$ cat config.mk
export PLATFORM = sky130hd
export DESIGN_NAME = rxq_channel
export DESIGN_NICKNAME = d
export VERILOG_FILES = /design/src/rtl/rxq_pkg.sv /design/src/rtl/rxq_deser.sv /design/src/rtl/rxq_mem.sv /design/src/rtl/rxq_store.sv /design/src/rtl/rxq_channel.sv
export SDC_FILE = /design/constraint.sdc
export NUM_CORES = 1
export LEC_CHECK = 0
export BUFFER_PORTS_ARGS = -buffer_cell sky130_fd_sc_hd__buf_4
export CAP_MARGIN = 10
export CORE_ASPECT_RATIO = 1.25
export CORE_MARGIN = 4
export CORE_UTILIZATION = 50
export DETAILED_ROUTE_END_ITERATION = 7
export PLACE_DENSITY = 0.65
export SLEW_MARGIN = 20
export SYNTH_ARGS = -nofsm -noshare
export SYNTH_HDL_FRONTEND = slang
export SYNTH_SLANG_ARGS = --single-unit
$ cat constraint.sdc
create_clock -name clk -period 3.63 [get_ports clk]
set_input_delay 0 -clock clk [delete_from_list [all_inputs] [get_ports clk]]
set_output_delay 0 -clock clk [all_outputs]
set_load 0.02 [all_outputs]
$ cat src/rtl/rxq_pkg.sv
package rxq_pkg;

    typedef struct packed {
        logic [7:0] data;
        logic       perr;
        logic       ferr;
        logic       brk;
    } rxq_entry_t;

    typedef enum logic [2:0] {
        S_IDLE,
        S_START,
        S_DATA,
        S_PAR,
        S_STOP1,
        S_STOP2,
        S_WAITH
    } rxq_state_e;

endpackage

$ cat src/rtl/rxq_deser.sv
module rxq_deser
    import rxq_pkg::*;
#(
    parameter int OSR = 16
) (
    input  logic       clk,
    input  logic       rst_n,
    input  logic       tick,
    input  logic       rx_in,
    input  logic [1:0] wlen,
    input  logic       par_en,
    input  logic       par_even,
    input  logic       two_stop,
    output logic       push_o,
    output rxq_entry_t entry_o
);
    localparam int CW  = $clog2(OSR);
    localparam int VAL = OSR / 2 - 2;

    typedef struct packed {
        rxq_state_e  st;
        logic [CW-1:0] cnt;
        logic [2:0]  idx;
        logic [7:0]  sh;
        logic        pbit;
        logic        s1bad;
        logic        push;
        rxq_entry_t  ent;
        logic [1:0]  sync;
    } deser_t;

    deser_t q, d;

    function automatic rxq_entry_t mk_entry(input logic [7:0] sh, input logic pbit,
                                            input logic s1bad, input logic bad);
        rxq_entry_t e;
        e.data = sh;
        e.perr = par_en & (^sh ^ pbit ^ ~par_even);
        e.ferr = bad;
        e.brk  = (sh == 8'h00) & (~par_en | ~pbit) & s1bad;
        return e;
    endfunction

    logic       rxs;
    logic       at_end;
    logic       bit_due;
    logic [2:0] last_idx;

    always_comb begin
        rxs      = q.sync[1];
        at_end   = (q.cnt == CW'(OSR - 1));
        bit_due  = tick & at_end;
        last_idx = 3'd4 + {1'b0, wlen};
        d        = q;
        d.push   = 1'b0;
        d.sync   = {q.sync[0], rx_in};
        if (tick && (q.st inside {S_DATA, S_PAR, S_STOP1, S_STOP2})) begin
            d.cnt = at_end ? '0 : q.cnt + 1'b1;
        end
        case (q.st)
            S_IDLE: begin
                if (tick && !rxs) begin
                    d.st  = S_START;
                    d.cnt = '0;
                end
            end
            S_START: begin
                if (tick) begin
                    if (rxs) begin
                        d.st = S_IDLE;
                    end else if (q.cnt == CW'(VAL)) begin
                        d.st  = S_DATA;
                        d.cnt = '0;
                        d.idx = '0;
                        d.sh  = '0;
                    end else begin
                        d.cnt = q.cnt + 1'b1;
                    end
                end
            end
            S_DATA: begin
                if (bit_due) begin
                    d.sh[q.idx] = rxs;
                    if (q.idx == last_idx) begin
                        d.st = par_en ? S_PAR : S_STOP1;
                    end else begin
                        d.idx = q.idx + 1'b1;
                    end
                end
            end
            S_PAR: begin
                if (bit_due) begin
                    d.pbit = rxs;
                    d.st   = S_STOP1;
                end
            end
            S_STOP1: begin
                if (bit_due) begin
                    d.s1bad = ~rxs;
                    if (two_stop) begin
                        d.st = S_STOP2;
                    end else begin
                        d.push = 1'b1;
                        d.ent  = mk_entry(q.sh, par_en ? q.pbit : 1'b0, ~rxs, ~rxs);
                        d.st   = rxs ? S_IDLE : S_WAITH;
                    end
                end
            end
            S_STOP2: begin
                if (bit_due) begin
                    d.push = 1'b1;
                    d.ent  = mk_entry(q.sh, par_en ? q.pbit : 1'b0, q.s1bad, q.s1bad | ~rxs);
                    d.st   = rxs ? S_IDLE : S_WAITH;
                end
            end
            S_WAITH: begin
                if (rxs) d.st = S_IDLE;
            end
            default: d.st = S_IDLE;
        endcase
    end

    always_ff @(posedge clk) begin
        if (!rst_n) begin
            q      <= '0;
            q.st   <= S_IDLE;
            q.sync <= 2'b11;
        end else begin
            q <= d;
        end
    end

    assign push_o  = q.push;
    assign entry_o = q.ent;

endmodule

$ cat src/rtl/rxq_mem.sv
module rxq_mem #(
    parameter int W     = 11,
    parameter int DEPTH = 64,
    localparam int AW   = $clog2(DEPTH)
) (
    input  logic          clk,
    input  logic          we,
    input  logic [AW-1:0] waddr,
    input  logic [W-1:0]  wdata,
    input  logic [AW-1:0] raddr,
    output logic [W-1:0]  rdata
);
    logic [W-1:0] mem_q [DEPTH];

    always_ff @(posedge clk) begin
        if (we) mem_q[waddr] <= wdata;
    end

    assign rdata = mem_q[raddr];

endmodule

$ cat src/rtl/rxq_store.sv
module rxq_store
    import rxq_pkg::*;
#(
    parameter int DEPTH = 64,
    localparam int AW   = $clog2(DEPTH),
    localparam int LW   = AW + 1
) (
    input  logic          clk,
    input  logic          rst_n,
    input  logic          fifo_en,
    input  logic          push,
    input  rxq_entry_t    wr_ent,
    input  logic          pop,
    input  logic          st_clr,
    output rxq_entry_t    head,
    output logic          ready,
    output logic          ovr,
    output logic [LW-1:0] level_o
);
    typedef struct packed {
        logic [AW-1:0] rd_ptr;
        logic [AW-1:0] wr_ptr;
        logic [LW-1:0] level;
        logic          ovr;
        logic          en_q;
    } store_t;

    store_t q, d;
    logic   wr_en;
    logic   do_pop;
    logic   set_ovr;
    logic [$bits(rxq_entry_t)-1:0] rd_word;

    function automatic logic [AW-1:0] bump(input logic [AW-1:0] p);
        return (p == AW'(DEPTH - 1)) ? '0 : p + 1'b1;
    endfunction

    always_comb begin
        d       = q;
        d.en_q  = fifo_en;
        wr_en   = 1'b0;
        set_ovr = 1'b0;
        do_pop  = pop && (q.level != '0);
        if (fifo_en != q.en_q) begin
            d.rd_ptr = '0;
            d.wr_ptr = '0;
            d.level  = '0;
            d.ovr    = 1'b0;
        end else if (fifo_en) begin
            if (push) begin
                if (q.level == LW'(DEPTH)) set_ovr = 1'b1;
                else                       wr_en   = 1'b1;
            end
            if (wr_en)  d.wr_ptr = bump(q.wr_ptr);
            if (do_pop) d.rd_ptr = bump(q.rd_ptr);
            d.level = q.level + LW'(wr_en) - LW'(do_pop);
            d.ovr   = set_ovr | (q.ovr & ~st_clr);
        end else begin
            wr_en = push;
            if (push && (q.level != '0) && !do_pop) set_ovr = 1'b1;
            if (push)        d.level = LW'(1);
            else if (do_pop) d.level = '0;
            d.ovr = set_ovr | (q.ovr & ~st_clr);
        end
    end

    always_ff @(posedge clk) begin
        if (!rst_n) q <= '0;
        else        q <= d;
    end

    rxq_mem #(
        .W    ($bits(rxq_entry_t)),
        .DEPTH(DEPTH)
    ) u_mem (
        .clk  (clk),
        .we   (wr_en),
        .waddr(q.wr_ptr),
        .wdata(wr_ent),
        .raddr(q.rd_ptr),
        .rdata(rd_word)
    );

    assign ready   = (q.level != '0);
    assign head    = ready ? rxq_entry_t'(rd_word) : '0;
    assign ovr     = q.ovr;
    assign level_o = q.level;

endmodule

$ cat src/rtl/rxq_channel.sv
module rxq_channel
    import rxq_pkg::*;
#(
    parameter int DEPTH = 64,
    parameter int OSR   = 16,
    localparam int LW   = $clog2(DEPTH) + 1
) (
    input  logic       clk,
    input  logic       rst_n,
    input  logic       os_tick,
    input  logic       rx_in,
    input  logic [1:0] cfg_wlen,
    input  logic       cfg_par_en,
    input  logic       cfg_par_even,
    input  logic       cfg_two_stop,
    input  logic       cfg_fifo_en,
    input  logic       rd_stb,
    input  logic       st_rd,
    output logic [7:0] rd_data,
    output logic       rd_perr,
    output logic       rd_ferr,
    output logic       rd_brk,
    output logic       data_ready,
    output logic       overrun
);
    logic          rx_push;
    rxq_entry_t    rx_ent;
    rxq_entry_t    head_ent;
    logic [LW-1:0] fifo_level;

    rxq_deser #(.OSR(OSR)) u_deser (
        .clk     (clk),
        .rst_n   (rst_n),
        .tick    (os_tick),
        .rx_in   (rx_in),
        .wlen    (cfg_wlen),
        .par_en  (cfg_par_en),
        .par_even(cfg_par_even),
        .two_stop(cfg_two_stop),
        .push_o  (rx_push),
        .entry_o (rx_ent)
    );

    rxq_store #(.DEPTH(DEPTH)) u_store (
        .clk    (clk),
        .rst_n  (rst_n),
        .fifo_en(cfg_fifo_en),
        .push   (rx_push),
        .wr_ent (rx_ent),
        .pop    (rd_stb),
        .st_clr (st_rd),
        .head   (head_ent),
        .ready  (data_ready),
        .ovr    (overrun),
        .level_o(fifo_level)
    );

    assign rd_data = head_ent.data;
    assign rd_perr = head_ent.perr;
    assign rd_ferr = head_ent.ferr;
    assign rd_brk  = head_ent.brk;

endmodule

# == Word level (Yosys, flattened, before mapping) ==
# Memory sizes are Yosys's and may differ from the RTL's. A register that Yosys moved wholly into a read port is not among the register bits.
# Index checks and enable logic that the tools add are counted.
# word_totals
ff_bits,55
word_cells,150
memories,1
ram_bits,704
# mem_list
name,depth,word_bits,rd,rd_clocked_by_memory_dff,write_ports,line_no,rtl
u_store.u_mem.mem_q,64,11,1,1,1,rxq_mem.sv:13,logic [W-1:0] mem_q [DEPTH];
# op_classes
n_eq_ne,26
n_reduce_logical,25
magnitude_cmp,2
mux,54
bitwise_logic,18
add_sub_neg,7
# ops
op,n
$mux 12,3
$mux 3,12
$mux 11,3
$mux 6,4
$pmux 12 s2,1
$pmux 11 s2,1
$mux 7,3
$pmux 3 s7,1
$mux 18,1
$mux 1,17
$mux 15,1
$ne 2x1->1 const B,7
$add 6x1->6 const B,2
$eq 6x6->1 const B,2
$mux 4,3
$ne 2x2->1 const B,5
$eq 3x3->1 const B,3
$reduce_and 9->1,1
$bwmux 8,1
$logic_not 8->1,1
$mux 8,1
$pmux 4 s2,1
$reduce_and 2->1,4
$reduce_xor 8->1,1
other kinds (31),53

# == Depth between registers and ports, before layout ==
# Gate-level depths: netlist of the first run.
# depth
ltp_word,9
depth_mapped,17

# == By module ==
# Synthesis of the first run repeated with hierarchy kept, for this count alone.
# unflattened
cells_unflattened,1703
hier_area_um2,30827.1
# by_module_without_submodules
module,n_inst,cells_per_inst,area_per_inst_um2,seq_area_each_um2
rxq_mem,1,1268,27266.2,21140.3
rxq_deser,1,258,2105.8,680.7
rxq_store,1,177,1455.1,420.4

# == Worst setup path after synthesis of the first run ==
# No wires, ideal clock.
# synth_path
path_type,register to register
start,"register u_store.q, in the netlist u_store.level_o[5]"
end,"register u_store.q, in the netlist u_store.level_o[6]"
required_ns,3.496
stages_incl_launch_ff,18
arrival_ns,2.870
synth_period_minus_slack_ns,3.004
n_path_buf,1
path_slack_ns,0.626
setup_ns,0.134
cell_sequence,dfxtp_1 > inv_1 > ha_1 > nor4bb_4 > nand2b_1 > buf_2 > nand2_1 > or2_2 > nand2_1 > ha_1 > inv_1 > fa_1 > nor2b_1 > o221ai_1 > mux2i_1 > a21boi_0 > o21ai_0 > a21oi_1
# synth_between
elab_cells_between_ends,11
cone_classes,add/sub: 2; eq/ne: 1; mux: 5; reduce/logical: 3
# synth_lines
element,line_no,rtl
"start, declared",rxq_store.sv:28,"store_t q, d;"
"start signal, assigned",rxq_store.sv:68,if (!rst_n) q <= '0;
"start signal, assigned",rxq_store.sv:69,else q <= d;
$reduce_bool 7->1 *,n/a,
net data_ready,rxq_channel.sv:23,"output logic data_ready,"
$logic_and 1x1->1 *,rxq_store.sv:43,do_pop = pop && (q.level != '0);
$sub 7x1->7,rxq_store.sv:56,d.level = q.level + LW'(wr_en) - LW'(do_pop);
$mux 8,rxq_store.sv:49,end else if (fifo_en) begin
# The timed path passes the listed nets; every way through them passes the cells marked *. The select of a mux whose other input is x is not followed.
# A chain may end at the register's enable or synchronous reset.

# == Final worst setup path of the first run ==
# layout_path
start,"register u_store.q, in the netlist u_store.level_o[5]"
end,output port rd_data[3]
# layout_between
elab_chain_cells,2
# layout_lines
element,line_no,rtl
$reduce_bool 7->1,rxq_store.sv:84,assign ready = (q.level != '0);
$mux 11,rxq_store.sv:85,assign head = ready ? rxq_entry_t'(rd_word) : '0;
"end, declared",rxq_channel.sv:19,"output logic [7:0] rd_data,"
# Every way passes these cells.

==> out/results.md, run 1 <==
| Parameter | This run |
|---|---|
| Run status | finished clean |
| Initial Utilization | 50.8% |
| Worst slack on hold paths | 0.112 ns |
| Final Skew | 0.0237 ns |
| Post-layout nets | 1776 |
| Residual DRC count | 0 |
| Distinct cells, synth | 62 |
| Core area | 59900 um2 |
| Antenna violation net count after detailed routing | 0 |
| Number of buffers between clock root and the deepest sink | 3 |
| Pint | 14.0 mW |
| Largest area contributor in the netlist | edfxtp_1 |
| Peak ir drop on the vdd network | 261 uV |
| Max frequency | 289 MHz |
| Chip height | 284 um |
| Max transition margin | 34.9% |
| Inserted Diodes | 0 |
| Total global-route track usage | 22.2% |
| Clock-pin transition on the worst setup and hold timing paths | 0.06 ns |
| Largest net degree at the start of global routing | 51 |
| Initial antenna violation count | 0 |
| Area occupied by multi-input gates | 7480 um2 |
| Cell area after layout | 34600 um2 |
| Avg Cell Area, Syn | 18.9 um2 |
| Area Growth Syn to Fin | 13.5% |
| Overall routed net length | 71900 um |
| Total met2 wirelength after detailed routing | 36700 um |
| Kind of end point of the critical path | output pin |
| Synth top area cells | edfxtp_1, mux4_2, dfxtp_1 |
| Post-synth design cell area | 30500 um2 |
| Number of vias in the routed layout | 15800 |
| Highest layer used for signal routing | met4 |
| Number of placement rows | 100 |
| TritonCTS Buffers | 74 |
| Final Hold Vio Count | 0 |
| Final-report setup violation count | 0 |
| Critical path launch point type | flop |
| Synthesized Nets | 1641 |
| #FFs+latches synth | 765 |
| Fill cell instance count of the final layout | 4415 |
| Final critical delay including setup and external delays | 3.46 ns |
| Count of input and output buffers | 24 |
| Vias in the first global route | 16000 |
| Detailed-route wire length on metal 1 | 27700 um |
| Crit path arrival time | 3.46 ns |
| Area share of the leading cell type in the synthesized netlist | 69.4% |
| Flip-flop cell with the highest count after synthesis | edfxtp_1 |
| Final Cycle Share | 95.3% |
| Post-Syn Instances | 1611 |
| Total negative setup slack | 0 ns |
| Count of flip-flops with a built-in enable after synthesis | 704 |
| Clk root buf | clkbuf_16 |
| Routed wirelength normalized by instance count | 28.0 um |
| Max-cap violation count | 0 |
| Number of detailed-routing iterations run before antenna repair | 7 |
| WP data required | 3.63 ns |
| Worst Hold Class | in -> reg |
| First-pass GRT wire length | 107000 um |
| Switching Power | 3.30 mW |
| Combinational fraction of design power | 1.2% |
| Mean number of vias per cell | 6.16 |
| Synthesis Warnings | 0 |
| RSZ-0062 raised after global routing | no |
| CTS tree | done |
| Measured slew at the worst slew-check pin | 0.976 ns |
| Number of H-tree levels | 3 |
| Number of clock sinks seen by CTS | 765 |
| Sum of met3 wire segment lengths after detailed routing | 4880 um |
| Fraction of layout cells with a size suffix above 1 | 23.2% |
| Placed standard-cell area | 32000 um2 |
| Final design utilization | 57.7% |
| Die footprint | 65000 um2 |
| Reg power frac | 54.7% |
| Kind of critical path | reg -> out |
| Count of routing violations after the opening detailed-route iteration | 1555 |
| Clk pwr share | 44.1% |
| Switching portion of total power | 19.1% |
| DP HPWL | 45700 um |
| Area taken by flip-flops and latches | 22400 um2 |
| Power per cell area | 501 nW/um2 |
| Insertion delay of the later-clocked pin in the worst-skew pair | 0.62 ns |
| Gp weighted congestion | 0.864 |
| Max-slew violations | 0 |
| Maximum fanout along the worst path | 7 |
| DIE WIDTH | 229 um |
| Total congestion overflow | 0 |
| Leakage power | 12.8 nW |
| Number of resized instances in the post-cts repair step | 0 |
| Fraction of registers with async set or reset after synthesis | 0% |
| Sequential-to-total area share from yosys stat | 73.4% |
| Top Ports | 25 |
[power groups by stage]
stage	logic (mW)	registers [mW]	clock network (mW)
floorplan	0.144	9.67	0
CTS	0.207	9.48	7.76
global placement	0.196	9.67	0
detailed placement	0.196	9.67	0
finish	0.208	9.48	7.65
global route	0.228	9.47	8.15
[cell families after synthesis]
| family | Yosys count | share of synthesized area, % |
|---|---|---|
| flip-flops | 765 | 73.4 |
| AND/OR/NAND/NOR | 299 | 4.91 |
| multiplexers | 203 | 13.9 |
| AO/OA/AOI/OAI | 195 | 4.41 |
| buffers and inverters | 112 | 2.03 |
| XOR/XNOR | 19 | 0.546 |
| adder cells (fa/ha/maj) | 18 | 0.764 |
[layout by cell type (no fill, tap or decap), types with 15 or more instances in the layout]
master | Yosys | layout
clkinv_1 | 0 | 21
mux4_2 | 156 | 156
inv_1 | 21 | 21
dlygate4sd3_1 | 0 | 16
nor2_1 | 119 | 119
mux2i_1 | 31 | 31
a21oi_1 | 20 | 20
dfxtp_1 | 61 | 47
nor2b_1 | 27 | 27
mux4_1 | 16 | 16
nand2_1 | 37 | 37
clkbuf_16 | 0 | 81
edfxtp_1 | 704 | 704
o21ai_0 | 29 | 29
o22ai_1 | 31 | 31
nor3_1 | 20 | 20
ha_1 | 17 | 17
buf_4 | 18 | 127
nand2b_1 | 15 | 15
[worst max-delay path, cell delays in order, from the launching register on]
cell and delay [ns]:
dfxtp_1 0.38, inv_1 0.11, ha_1 0.20, nor4bb_4 0.18
nand2b_1 0.11, buf_4 0.18, nand2_1 0.16, or2_2 0.39
nor4_1 0.71, a211o_1 0.26, buf_4 0.17
[cell usage after synthesis, types with 5 or more instances]
| cell type | number |
|---|---|
| a22oi_1 | 14 |
| buf_4 | 18 |
| xnor2_1 | 11 |
| nand2b_1 | 15 |
| mux4_2 | 156 |
| o21bai_1 | 5 |
| buf_2 | 18 |
| o21ai_0 | 29 |
| dfxtp_1 | 61 |
| edfxtp_1 | 704 |
| o21ai_1 | 8 |
| nor2_1 | 119 |
| mux2i_1 | 31 |
| or2_2 | 7 |
| a211oi_1 | 12 |
| nand2_1 | 37 |
| nand3b_1 | 14 |
| a211o_1 | 5 |
| clkbuf_1 | 42 |
| a32oi_1 | 5 |
| a221oi_1 | 7 |
| and2_1 | 10 |
| o221ai_1 | 11 |
| a21oi_1 | 20 |
| a22o_1 | 9 |
| nor3_1 | 20 |
| o22ai_1 | 31 |
| buf_6 | 8 |
| xor2_1 | 8 |
| mux4_1 | 16 |
| and3_1 | 9 |
| inv_1 | 21 |
| nand4_1 | 9 |
| nor2b_1 | 27 |
| nand3_1 | 14 |
| a31oi_1 | 5 |
| o211ai_1 | 12 |
| ha_1 | 17 |
[area by class of cell]
cell class                 instances  share of cell area [%]
sequential                       765                    64.8
clock buffer                      95                    6.01
clock inverter                    40                   0.973
inverter                          21                   0.228
timing repair buffer             150                    3.63
multi-input combinational        734                    21.6
tap                              765                    2.77
[registers in the layout, indices dropped and copies added, names as in the netlist, named ones only]
| register | flops |
|---|---|
| u_deser.q | 21 |
| u_store.level_o | 7 |
| u_store.ovr | 1 |
| u_deser.entry_o | 11 |
| u_deser.d | 1 |
| u_deser.push_o | 1 |
| u_store.u_mem.mem_q | 704 |
| u_store.q | 13 |
[routing by layer]
metal / GRT usage [%] / vias up
met2: 37.6 / 655
met1: 29.1 / 8218
met5: 0 / -
met3: 4.00 / 116
li1: - / 6832
met4: 8.17 / 0
[worst paths after layout]
| kind | slack, ns | endpoint | depth (start not counted) | from |
|---|---|---|---|---|
| max reg2reg | 0.54 | u_store.level_o[6] | 16 | u_store.level_o[5] |
| max | 0.17 | rd_data[3] | 10 | u_store.level_o[5] |
| min reg2reg | 0.41 | u_deser.q[1] | 1 | u_deser.d[1] |
| min | 0.11 | u_deser.q[32] | 6 | cfg_wlen[0] |
[what timing repair did]
item / CTS / global route
buffers inserted: 0 / 0
hold buffers: 16 / 0
endpoints found under the hold margin: 46 / 0
[metrics by stage]
stage                     std cells  setup slack, ns  total power [mW]
after floorplan                1611            0.626              9.81
after global placement         2419            0.611              9.86
after global routing           2570           0.0429              17.9
after CTS                      2570            0.181              17.5
after detailed placement       2419            0.606              9.87
final                          2570            0.169              17.3
Power figures use the tool's default switching activity.
==> run 2: changes to the inputs <==
==> constraint.sdc (replaced) <==
create_clock -name clk -period 3.63 [get_ports clk]
set_input_delay 0 -clock clk [delete_from_list [all_inputs] [get_ports clk]]
set_output_delay 0 -clock clk [all_outputs]
set_load 0.01 [all_outputs]
==> out/results.md, run 2 (same netlist as run 1, synthesis figures left out) <==
| Parameter | This run | Change |
|---|---|---|
| CTS tree | done |  |
| Peak ir drop on the vdd network | 407 uV | +56% |
| Gp weighted congestion | 0.849 | -1.7% |
| Most common cell after layout, fill and taps aside | edfxtp_1 |  |
| Die footprint | 65000 um2 | unchanged |
| Insertion delay of the later-clocked pin in the worst-skew pair | 0.62 ns | about the same |
| Kind of critical path | reg -> out |  |
| Kind of end point of the critical path | output pin |  |
| Final design utilization | 57.6% | -0.073 points |
| Fill cell instance count of the final layout | 4422 | +0.16% |
| Number of buffers between clock root and the deepest sink | 3 | unchanged |
| Area Growth Syn to Fin | 13.4% |  |
| Max-slew violations | 0 | unchanged |
| Count of buffers added by post-CTS timing repair for setup | 0 | unchanged |
| Number of detailed-routing iterations run before antenna repair | 6 | -1 |
| Worst slack on hold paths | 0.0920 ns | -0.0204 ns |
| Total congestion overflow | 0 | unchanged |
| Global routing's busiest layer | met2 |  |
| Global routing usage on met3 | 3.63% | -0.36 points |
| Leakage power | 12.8 nW | about the same |
| Top Ports | 25 | unchanged |
| Clock-pin transition on the worst setup and hold timing paths | 0.06 ns | about the same |
| Final-report setup violation count | 0 | unchanged |
| DP HPWL | 46400 um | +1.6% |
| Largest net degree at the start of global routing | 47 | -7.8% |
| Run status | finished clean |  |
| Total global-route track usage | 22.4% | +0.20 points |
| TritonCTS Buffers | 75 | +1.4% |
| Total negative setup slack | 0 ns | unchanged |
| Number of H-tree levels | 3 | unchanged |
| WP data required | 3.63 ns | about the same |
| Final Cycle Share | 98.9% | +3.6 points |
| Crit path arrival time | 3.59 ns | +0.13 ns |
| Chip height | 284 um | unchanged |
| Maximum fanout along the worst path | 23 | +16 |
| Number of clock sinks seen by CTS | 765 | unchanged |
| Count of input and output buffers | 24 | unchanged |
| Combinational fraction of design power | 1.2% | about the same |
| Max transition margin | 25.4% | -9.6 points |
| DIE WIDTH | 229 um | unchanged |
| RSZ-0062 raised after global routing | no |  |
| Inserted Diodes | 0 | unchanged |
| Fraction of layout cells with a size suffix above 1 | 23.4% | +0.17 points |
| Number of vias in the routed layout | 16000 | +1.1% |
| Number of placement rows | 100 | unchanged |
| Max frequency | 278 MHz | -3.6% |
| Met1 global-route usage | 28.9% | -0.18 points |
| Worst Hold Class | in -> reg |  |
| Max-cap violation count | 0 | unchanged |
| Core area | 59900 um2 | unchanged |
| Power per cell area | 494 nW/um2 | -1.5% |
| First-pass GRT wire length | 108000 um | +1.0% |
| Clk root buf | clkbuf_16 |  |
| Highest-count cells in the layout ignoring fill and taps | edfxtp_1, mux4_2, buf_4 |  |
| Mean number of vias per cell | 6.20 | +0.76% |
| Final Skew | 0.0230 ns | -0.000699 ns |
| Register with the most flip-flops | u_store.u_mem.mem_q |  |
| Residual DRC count | 0 | unchanged |
| Measured slew at the worst slew-check pin | 1.12 ns | +0.143 ns |
| Clk pwr share | 43.2% | -0.9 points |
| Critical path launch point type | flop |  |
| Final Hold Vio Count | 0 | unchanged |
| Design Power | 17.1 mW | -1.6% |
| Routed wirelength normalized by instance count | 28.2 um | +0.73% |
| Vias in the first global route | 16300 | +2.0% |
| Reg power frac | 55.6% | +0.9 points |
| Switching Power | 3.26 mW | -1.5% |
| Count of routing violations after the opening detailed-route iteration | 1649 | +6.0% |
| Initial Utilization | 50.8% | unchanged |
| Post-layout nets | 1785 | +0.51% |
| Overall routed net length | 72600 um | +1.0% |
| Switching portion of total power | 19.1% | +0.032 points |
| Pint | 13.8 mW | -1.7% |
| Initial antenna violation count | 0 | unchanged |
| Final critical delay including setup and external delays | 3.59 ns | +0.130 ns |
| Met2 Track Usage GR | 38.3% | +0.64 points |
| Max reg flops | 704 | unchanged |
| Antenna violation net count after detailed routing | 0 | unchanged |
| Largest registers in the final layout | u_store.u_mem.mem_q: 704 flops, u_deser.q: 21 flops, u_store.q: 13 flops |  |
[run 2: power by group through the flow]
stage / clock (mW) / combinational [mW] / sequential (mW)
floorplan: 0 / 0.142 / 9.67
global placement: 0 / 0.192 / 9.67
detailed placement: 0 / 0.196 / 9.67
CTS: 7.52 / 0.206 / 9.48
global route: 7.89 / 0.228 / 9.48
finish: 7.36 / 0.207 / 9.48
[run 2: metal layers]
| metal | vias up | share of wire, % |
|---|---|---|
| met1 | 8341 | 39 |
| met3 | 157 | 6.1 |
| li1 | 6855 | - |
| met4 | 0 | 3.9 |
| met5 | - | 0 |
| met2 | 638 | 51 |
[run 2: repair_timing]
| action | 4_1_cts | 5_1_grt |
|---|---|---|
| gates resized for setup | 0 | 0 |
| endpoints found under the setup margin | 0 | 0 |
| endpoints found under the hold margin | 44 | 0 |
| hold buffers | 15 | 0 |
[run 2: worst max-delay path, cell delays in order, from the launching register on]
cell and delay, ns:
dfxtp_4 0.59, buf_12 0.26, mux4_2 0.53, mux2i_1 0.34
a211oi_1 0.18, o21ai_0 0.63, o211ai_1 0.22, buf_4 0.21
[run 2: final timing paths]
path	slack, ns	start	depth (start not counted)	endpoint
max	0.04	flop	7	rd_perr
min	0.09	cfg_wlen[0]	7	u_deser.q[33]
max reg2reg	0.48	u_store.level_o[5]	16	u_store.level_o[6]
min reg2reg	0.41	u_deser.d[1]	1	u_deser.q[1]
[run 2: through the flow]
| step | setup slack [ns] | instance area, um2 | cells |
|---|---|---|---|
| after detailed placement | 0.532 | 32100 | 2428 |
| after global placement | 0.570 | 32100 | 2428 |
| final | 0.0389 | 34500 | 2578 |
| after CTS | 0.155 | 34500 | 2578 |
| after global routing | 0.0165 | 34500 | 2578 |
| after floorplan | 0.668 | 30500 | 1611 |
[run 2: cell type report]
cell class | instances | area, um2 | share of cell area, %
clock buffers | 107 | 2050 | 5.93
clock inverters | 28 | 268 | 0.775
inverters | 21 | 78.8 | 0.228
multi-input cells | 734 | 7480 | 21.7
flip-flops and latches | 765 | 22400 | 64.8
well taps | 765 | 957 | 2.77
repair buffers | 158 | 1310 | 3.80
